$ cat src/rtl/sram_ctrl_pkg.sv
package sram_ctrl_pkg;

  typedef enum logic [2:0] {
    ST_IDLE,
    ST_SETUP,
    ST_STROBE,
    ST_HOLD,
    ST_RECOVER
  } ph_e;

  // ns -> clock cycles, rounded up, at least one
  function automatic int ns2cyc(input int ns, input int clk_ns);
    int c;
    c = (ns + clk_ns - 1) / clk_ns;
    return (c < 1) ? 1 : c;
  endfunction

  function automatic int imax(input int a, input int b);
    return (a > b) ? a : b;
  endfunction

endpackage

$ cat src/rtl/sram_cnt.sv
module sram_cnt #(
  parameter int CW = 3
) (
  input  logic          clk_i,
  input  logic          rst_ni,
  input  logic          load_i,
  input  logic [CW-1:0] val_i,
  output logic          last_o
);

  logic [CW-1:0] cnt_q;

  always_ff @(posedge clk_i or negedge rst_ni) begin
    if (!rst_ni)              cnt_q <= '0;
    else if (load_i)          cnt_q <= val_i;
    else if (cnt_q != '0)     cnt_q <= cnt_q - CW'(1);
  end

  assign last_o = (cnt_q == '0);

  AST_CNT_LOAD: assert property (@(posedge clk_i) disable iff (!rst_ni)
    load_i |=> (cnt_q == $past(val_i)));

endmodule

$ cat src/rtl/sram_fsm.sv
module sram_fsm
  import sram_ctrl_pkg::*;
#(
  parameter int CW     = 3,
  parameter int RD_STB = 4,
  parameter int WR_STB = 3,
  parameter int HLD    = 1,
  parameter int RD_REC = 1,
  parameter int WR_REC = 1
) (
  input  logic          clk_i,
  input  logic          rst_ni,
  input  logic          start_i,
  input  logic          we_i,
  input  logic          last_i,
  output logic          load_o,
  output logic [CW-1:0] load_val_o,
  output ph_e           ph_o,
  output logic          wr_o
);

  localparam logic [CW-1:0] L_ONE  = '0;
  localparam logic [CW-1:0] L_RSTB = CW'(RD_STB - 1);
  localparam logic [CW-1:0] L_WSTB = CW'(WR_STB - 1);
  localparam logic [CW-1:0] L_HLD  = CW'(HLD - 1);
  localparam logic [CW-1:0] L_RREC = CW'(RD_REC - 1);
  localparam logic [CW-1:0] L_WREC = CW'(WR_REC - 1);

  ph_e  ph_q, ph_d;
  logic wr_q;

  always_comb begin
    ph_d       = ph_q;
    load_o     = 1'b0;
    load_val_o = L_ONE;
    unique case (ph_q)
      ST_IDLE: if (start_i) begin
        ph_d = ST_SETUP; load_o = 1'b1; load_val_o = L_ONE;
      end
      ST_SETUP: if (last_i) begin
        ph_d = ST_STROBE; load_o = 1'b1; load_val_o = wr_q ? L_WSTB : L_RSTB;
      end
      ST_STROBE: if (last_i) begin
        ph_d = ST_HOLD; load_o = 1'b1; load_val_o = L_HLD;
      end
      ST_HOLD: if (last_i) begin
        ph_d = ST_RECOVER; load_o = 1'b1; load_val_o = wr_q ? L_WREC : L_RREC;
      end
      ST_RECOVER: if (last_i) ph_d = ST_IDLE;
      default: ph_d = ST_IDLE;
    endcase
  end

  always_ff @(posedge clk_i or negedge rst_ni) begin
    if (!rst_ni) begin
      ph_q <= ST_IDLE;
      wr_q <= 1'b0;
    end else begin
      ph_q <= ph_d;
      if (start_i && ph_q == ST_IDLE) wr_q <= we_i;
    end
  end

  assign ph_o = ph_q;
  assign wr_o = wr_q;

  AST_START_IN_IDLE: assert property (@(posedge clk_i) disable iff (!rst_ni)
    start_i |-> (ph_q == ST_IDLE));

  AST_HOLD_AFTER_STROBE: assert property (@(posedge clk_i) disable iff (!rst_ni)
    (ph_q == ST_HOLD) |-> ($past(ph_q) inside {ST_STROBE, ST_HOLD}));

endmodule

$ cat src/rtl/sram_dp.sv
module sram_dp #(
  parameter int AW = 18,
  parameter int DW = 8
) (
  input  logic          clk_i,
  input  logic          rst_ni,
  input  logic          cap_i,
  input  logic [AW-1:0] addr_i,
  input  logic [DW-1:0] wdata_i,
  input  logic          smp_i,
  input  logic [DW-1:0] dq_i,
  output logic [AW-1:0] addr_o,
  output logic [DW-1:0] wdata_o,
  output logic [DW-1:0] rdata_o
);

  logic [AW-1:0] addr_q;
  logic [DW-1:0] wdata_q, rdata_q;

  always_ff @(posedge clk_i or negedge rst_ni) begin
    if (!rst_ni) begin
      addr_q  <= '0;
      wdata_q <= '0;
      rdata_q <= '0;
    end else begin
      if (cap_i) begin
        addr_q  <= addr_i;
        wdata_q <= wdata_i;
      end
      if (smp_i) rdata_q <= dq_i;
    end
  end

  assign addr_o  = addr_q;
  assign wdata_o = wdata_q;
  assign rdata_o = rdata_q;

endmodule

$ cat src/rtl/sram_ctrl.sv
module sram_ctrl
  import sram_ctrl_pkg::*;
#(
  parameter int AW     = 18,
  parameter int DW     = 8,
  parameter int CLK_NS = 20,
  parameter int T_ACC  = 70,
  parameter int T_OE   = 35,
  parameter int T_RC   = 70,
  parameter int T_WP   = 55,
  parameter int T_DS   = 30,
  parameter int T_DH   = 10,
  parameter int T_WR   = 5,
  parameter int T_WC   = 70
) (
  input  logic          clk_i,
  input  logic          rst_ni,
  input  logic          pf_inhibit_i,
  input  logic          req_valid_i,
  output logic          req_ready_o,
  input  logic          req_we_i,
  input  logic [AW-1:0] req_addr_i,
  input  logic [DW-1:0] req_wdata_i,
  output logic          rsp_done_o,
  output logic [DW-1:0] rsp_rdata_o,
  output logic [AW-1:0] sram_addr_o,
  output logic          sram_ce_no,
  output logic          sram_we_no,
  output logic          sram_oe_no,
  output logic [DW-1:0] sram_dq_o,
  input  logic [DW-1:0] sram_dq_i,
  output logic          sram_dq_oe_o
);

  localparam int RD_STB = imax(ns2cyc(T_ACC, CLK_NS), ns2cyc(T_OE, CLK_NS));
  localparam int WR_STB = imax(ns2cyc(T_WP, CLK_NS), ns2cyc(T_DS, CLK_NS));
  localparam int HLD    = ns2cyc(T_DH, CLK_NS);
  // setup + strobe + hold already elapsed; recovery fills the rest of the cycle time
  localparam int RD_REC = imax(1, ns2cyc(T_RC, CLK_NS) - (1 + RD_STB + HLD));
  localparam int WR_REC = imax(ns2cyc(T_WR, CLK_NS), ns2cyc(T_WC, CLK_NS) - (1 + WR_STB + HLD));
  localparam int MAXL   = imax(imax(RD_STB, WR_STB), imax(HLD, imax(RD_REC, WR_REC)));
  localparam int CW     = $clog2(MAXL + 1);

  ph_e           ph;
  logic          wr, start, last, load;
  logic [CW-1:0] load_val;
  logic          in_setup, in_strobe, in_hold;

  assign req_ready_o = (ph == ST_IDLE) && !pf_inhibit_i;
  assign start       = req_valid_i && req_ready_o;

  sram_cnt #(.CW(CW)) u_cnt (
    .clk_i  (clk_i),
    .rst_ni (rst_ni),
    .load_i (load),
    .val_i  (load_val),
    .last_o (last)
  );

  sram_fsm #(
    .CW(CW), .RD_STB(RD_STB), .WR_STB(WR_STB), .HLD(HLD),
    .RD_REC(RD_REC), .WR_REC(WR_REC)
  ) u_fsm (
    .clk_i      (clk_i),
    .rst_ni     (rst_ni),
    .start_i    (start),
    .we_i       (req_we_i),
    .last_i     (last),
    .load_o     (load),
    .load_val_o (load_val),
    .ph_o       (ph),
    .wr_o       (wr)
  );

  assign in_setup  = (ph == ST_SETUP);
  assign in_strobe = (ph == ST_STROBE);
  assign in_hold   = (ph == ST_HOLD);

  sram_dp #(.AW(AW), .DW(DW)) u_dp (
    .clk_i   (clk_i),
    .rst_ni  (rst_ni),
    .cap_i   (start),
    .addr_i  (req_addr_i),
    .wdata_i (req_wdata_i),
    .smp_i   (in_strobe && last && !wr),
    .dq_i    (sram_dq_i),
    .addr_o  (sram_addr_o),
    .wdata_o (sram_dq_o),
    .rdata_o (rsp_rdata_o)
  );

  // read: CE over setup+strobe; write: CE over setup+strobe+hold (WE-terminated)
  assign sram_ce_no   = pf_inhibit_i || !(in_setup || in_strobe || (in_hold && wr));
  assign sram_we_no   = pf_inhibit_i || !(in_strobe && wr);
  assign sram_oe_no   = pf_inhibit_i || !(in_strobe && !wr);
  assign sram_dq_oe_o = !pf_inhibit_i && wr && (in_setup || in_strobe || in_hold);
  assign rsp_done_o   = in_hold;

  AST_NO_WE_OE_OVERLAP: assert property (@(posedge clk_i) disable iff (!rst_ni)
    !(!sram_we_no && !sram_oe_no));

  AST_NO_BUS_FIGHT: assert property (@(posedge clk_i) disable iff (!rst_ni)
    sram_dq_oe_o |-> sram_oe_no);

  AST_DRV_RELEASED: assert property (@(posedge clk_i) disable iff (!rst_ni)
    $fell(sram_oe_no) |-> !$past(sram_dq_oe_o));

  AST_ADDR_STABLE: assert property (@(posedge clk_i) disable iff (!rst_ni)
    (!sram_ce_no && $past(!sram_ce_no)) |-> $stable(sram_addr_o));

  AST_CE_RECOVERY: assert property (@(posedge clk_i) disable iff (!rst_ni)
    $rose(sram_ce_no) |=> sram_ce_no);

  AST_PF_QUIET: assert property (@(posedge clk_i) disable iff (!rst_ni)
    pf_inhibit_i |-> (sram_ce_no && sram_we_no && sram_oe_no && !sram_dq_oe_o && !req_ready_o));

  AST_DONE_PULSE: assert property (@(posedge clk_i) disable iff (!rst_ni)
    rsp_done_o |=> !rsp_done_o);

  AST_NO_READY_BUSY: assert property (@(posedge clk_i) disable iff (!rst_ni)
    (!sram_ce_no || rsp_done_o) |-> !req_ready_o);

endmodule

$ cat config.mk
export PLATFORM = sky130hd
export DESIGN_NAME = sram_ctrl
export DESIGN_NICKNAME = d
export VERILOG_FILES = /design/src/rtl/sram_ctrl_pkg.sv /design/src/rtl/sram_cnt.sv /design/src/rtl/sram_fsm.sv /design/src/rtl/sram_dp.sv /design/src/rtl/sram_ctrl.sv
export SDC_FILE = /design/constraint.sdc
export NUM_CORES = 1
export LEC_CHECK = 0
export ABC_AREA = 0
export CAP_MARGIN = 10
export CORE_UTILIZATION = 47
export CTS_BUF_LIST = sky130_fd_sc_hd__clkbuf_8
export CTS_CLUSTER_SIZE = 24
export DETAILED_ROUTE_END_ITERATION = 12
export DONT_BUFFER_PORTS = 1
export GPL_TIMING_DRIVEN = 0
export PLACE_DENSITY = 0.71
export SYNTH_ARGS = -nofsm -noshare
export SYNTH_HDL_FRONTEND = slang
export SYNTH_SLANG_ARGS = --single-unit
export TNS_END_PERCENT = 30
$ cat constraint.sdc
create_clock -name clk_i -period 1.48 [get_ports clk_i]
set_input_delay 0.074 -clock clk_i [delete_from_list [all_inputs] [get_ports clk_i]]
set_output_delay 0.074 -clock clk_i [all_outputs]
set_load 0.01 [all_outputs]
==> impl_metrics.tcl <==
set metrics [dict create \
    status "finished with violations" \
    violations "setup timing" \
    first_pass_iters 4 \
    min_path_cells 3 \
    p_leak_nw 1.06 \
    overflow 0 \
    area_growth_pct 39.6 \
    place_hpwl_um 2170 \
    grt_max_degree 42 \
    synth_edf_count 0 \
    worstHoldEndpoint "u_fsm.ph_o[0]$_DFFE_PN0P_" \
    initial_core_util_pct 50.7 \
    crit_fanout 4 \
    clkTransAtPathRegs_ps 70 \
    ys_top_cells_by_count "dfrtp_1 (41), mux2_2 (27), mux2_4 (8)" \
    design_area_sq_mm 0.00245 \
    max_cap_violations 0 \
    rsz0062_at_grt "true" \
    drv_slew 0 \
    die_y_um 63.2 \
    die_area_sq_mm 0.00399 \
    cellPowerDensity_mw_per_mm2 1950 \
    final_core_util_pct 70.7 \
    cp.required_ps 1650 \
    clock_skew_ps 2.88 \
    fillers 240 \
    cts_buffers 5 \
    use_met3_pct 7.79 \
    min_path_type "input pin to flip-flop" \
    via_count 1156 \
    slew_headroom_pct 77.1 \
    cts_max_level 2 \
    grt_usage_pct 20.9 \
    fp.dieW_um 63.2 \
    top_usage_layer "met2" \
    r2r-end "u_dp.addr_o[7]$_DFFE_PN0P_" \
    r2r_setup_slack_ps -260 \
    max_freq_mhz 576 \
    reg2regPathDepth 5 \
    drc_errors 0 \
    fin_ws_ps -258 \
    cts_tree "yes" \
    hold_slack_ps 37.0 \
    synth_ff_type "dfrtp_1" \
    ios 79 \
    place_inst 165 \
    stdcell_count 216 \
    ys_types 29 \
    cp-end-kind "flip-flop" \
    drive_gt1_share_pct 38.2 \
    min_from "pf_inhibit_i" \
    core_sq_mm 0.00347 \
    antenna_found_initial 0 \
    finalWeightedCongestion 0.728 \
    finalHoldViolCount 0 \
    r2r-start "u_fsm.ph_o[0]$_DFFE_PN0P_" \
    grt_util_met2_pct 35.2 \
    synth_most_common_cell "dfrtp_1" \
    cp.arrival_ps 1910 \
    diodes 0 \
    tightest_slew_ps 341 \
    peakVddDrop_v 0.00106 \
    grt_pass1_vias 1270 \
    synth-seq-cells 41 \
    synth_top_cell_area_share_pct 58.4 \
    clockBufferDepth 2 \
    nets 210 \
    rows 21 \
    cp-start-kind "flip-flop" \
    critPathKind "flip-flop to flip-flop" \
    insertion_delay_ps 290 \
    wire_per_inst_um 17.0 \
    synth_top_area_cell "dfrtp_1" \
    fin_total_pwr_mw 4.79 \
    fin_crit_sh_pct 117 \
    timing.setup.tns_ps -6400 \
    finalSetupViolCount 38 \
    root_buffer "clkbuf_8" \
    syn_inst 119 \
    fin_crit_ps 1740 \
    initialDrtViolationCount 34 \
    seq_area_frac_synth_pct 58.4 \
    placedInstanceArea_sq_mm 0.00182 \
    syn_avg_cell_area_sq_um 14.8 \
    synth-async-reset-ratio_pct 100 \
    viasPerCell 5.35 \
    ys_warn_count 0 \
    clock-sinks 41 \
    portBuffers 0 \
    syn_nets 160 \
    pre_cts_slack_ps -299 \
    postRouteWirelength_um 3660 \
    antenna_left 0 \
    use_met1_pct 23.5 \
    synth_area_leaders "dfrtp_1 (58%), mux2_2 (17%), mux2_4 (6.8%), buf_12 (2.3%), nor2_1 (1.5%)" \
    syn_area_sq_mm 0.00176 \
    grt_first_pass_wirelength_um 6230 \
]
## sequential cells by signal (all words and copies together), names as in the netlist
register      flops
u_fsm.ph_o        3
u_cnt.cnt_q       3
u_dp.addr_o      18
u_dp.rdata_o      8
u_fsm.wr_o        1
u_dp.wdata_o      8
## cells in the final DEF, fill, tap and decap left out, types with 2 or more instances in the layout
master | netlist | routed
nor2_1 | 7 | 6
mux2_4 | 8 | 14
clkbuf_8 | 0 | 5
dlygate4sd3_1 | 0 | 37
nand2_1 | 3 | 3
dfrtp_1 | 41 | 40
buf_6 | 1 | 2
nand3_1 | 3 | 2
mux2_2 | 27 | 21
buf_12 | 2 | 4
and2_4 | 1 | 2
inv_1 | 2 | 4
buf_4 | 1 | 4
## what timing repair did
action / in CTS / in global routing
hold endpoints to repair: 78 / 1
hold buffers: 37 / 1
pin swaps: 3 / 4
gates resized for setup: 13 / 14
buffers inserted: 4 / 0
cloned: 1 / 1
setup endpoints to repair: 38 / 46
## cells by family after synthesis
family	after synthesis	share of synthesized area (%)
fa+ha+maj	2	1.42
simple gates	22	7.26
flops	41	58.4
xor+xnor	1	0.498
compound gates	9	3.42
mux	36	24.7
buf+inv	8	4.34
## worst max path at each step
stage                               from                           to  slack, ps  depth (start not counted)
2_1_floorplan  u_fsm.ph_o[2]$_DFFE_PN0P_  u_dp.addr_o[17]$_DFFE_PN0P_       -200                          5
3_3_place_gp   u_fsm.ph_o[2]$_DFFE_PN0P_  u_dp.wdata_o[2]$_DFFE_PN0P_       -280                          5
3_5_place_dp   u_fsm.ph_o[2]$_DFFE_PN0P_  u_dp.wdata_o[3]$_DFFE_PN0P_       -300                          5
4_1_cts        u_fsm.ph_o[0]$_DFFE_PN0P_   u_dp.addr_o[4]$_DFFE_PN0P_       -270                          6
5_1_grt        u_fsm.ph_o[0]$_DFFE_PN0P_   u_dp.addr_o[7]$_DFFE_PN0P_       -350                          5
6_report       u_fsm.ph_o[0]$_DFFE_PN0P_   u_dp.addr_o[7]$_DFFE_PN0P_       -260                          5
## worst max-delay path: stages (launching register included)
cell	delay, ps
dfrtp_1	410
nor4_4	400
and2_4	240
buf_12	130
clkbuf_16	140
mux2_4	300
## report_power, final
group | total, mW | switching [mW] | internal, mW
clock network | 0.657 | 0.343 | 0.314
registers | 2.36 | 0.659 | 1.70
logic | 1.78 | 0.696 | 1.08
## metal layers
layer | wire length (um) | vias up
met5 | 0 | -
met4 | 53 | 0
met3 | 256 | 7
met2 | 2010 | 49
met1 | 1340 | 585
li1 | - | 515
## final cells by class
| cell class | instances | area [sq um] | area share, % |
|---|---|---|---|
| flip-flops and latches | 41 | 1030 | 41.9 |
| multi-input cells | 70 | 726 | 29.6 |
| repair buffers | 44 | 489 | 19.9 |
| clock buffers | 5 | 68.8 | 2.80 |
| plain buffers | 5 | 66.3 | 2.70 |
| well taps | 46 | 57.6 | 2.35 |
| clock inverters | 3 | 11.3 | 0.459 |
| inverters | 2 | 7.51 | 0.306 |
Note: power is estimated with default switching activity, not from simulation.
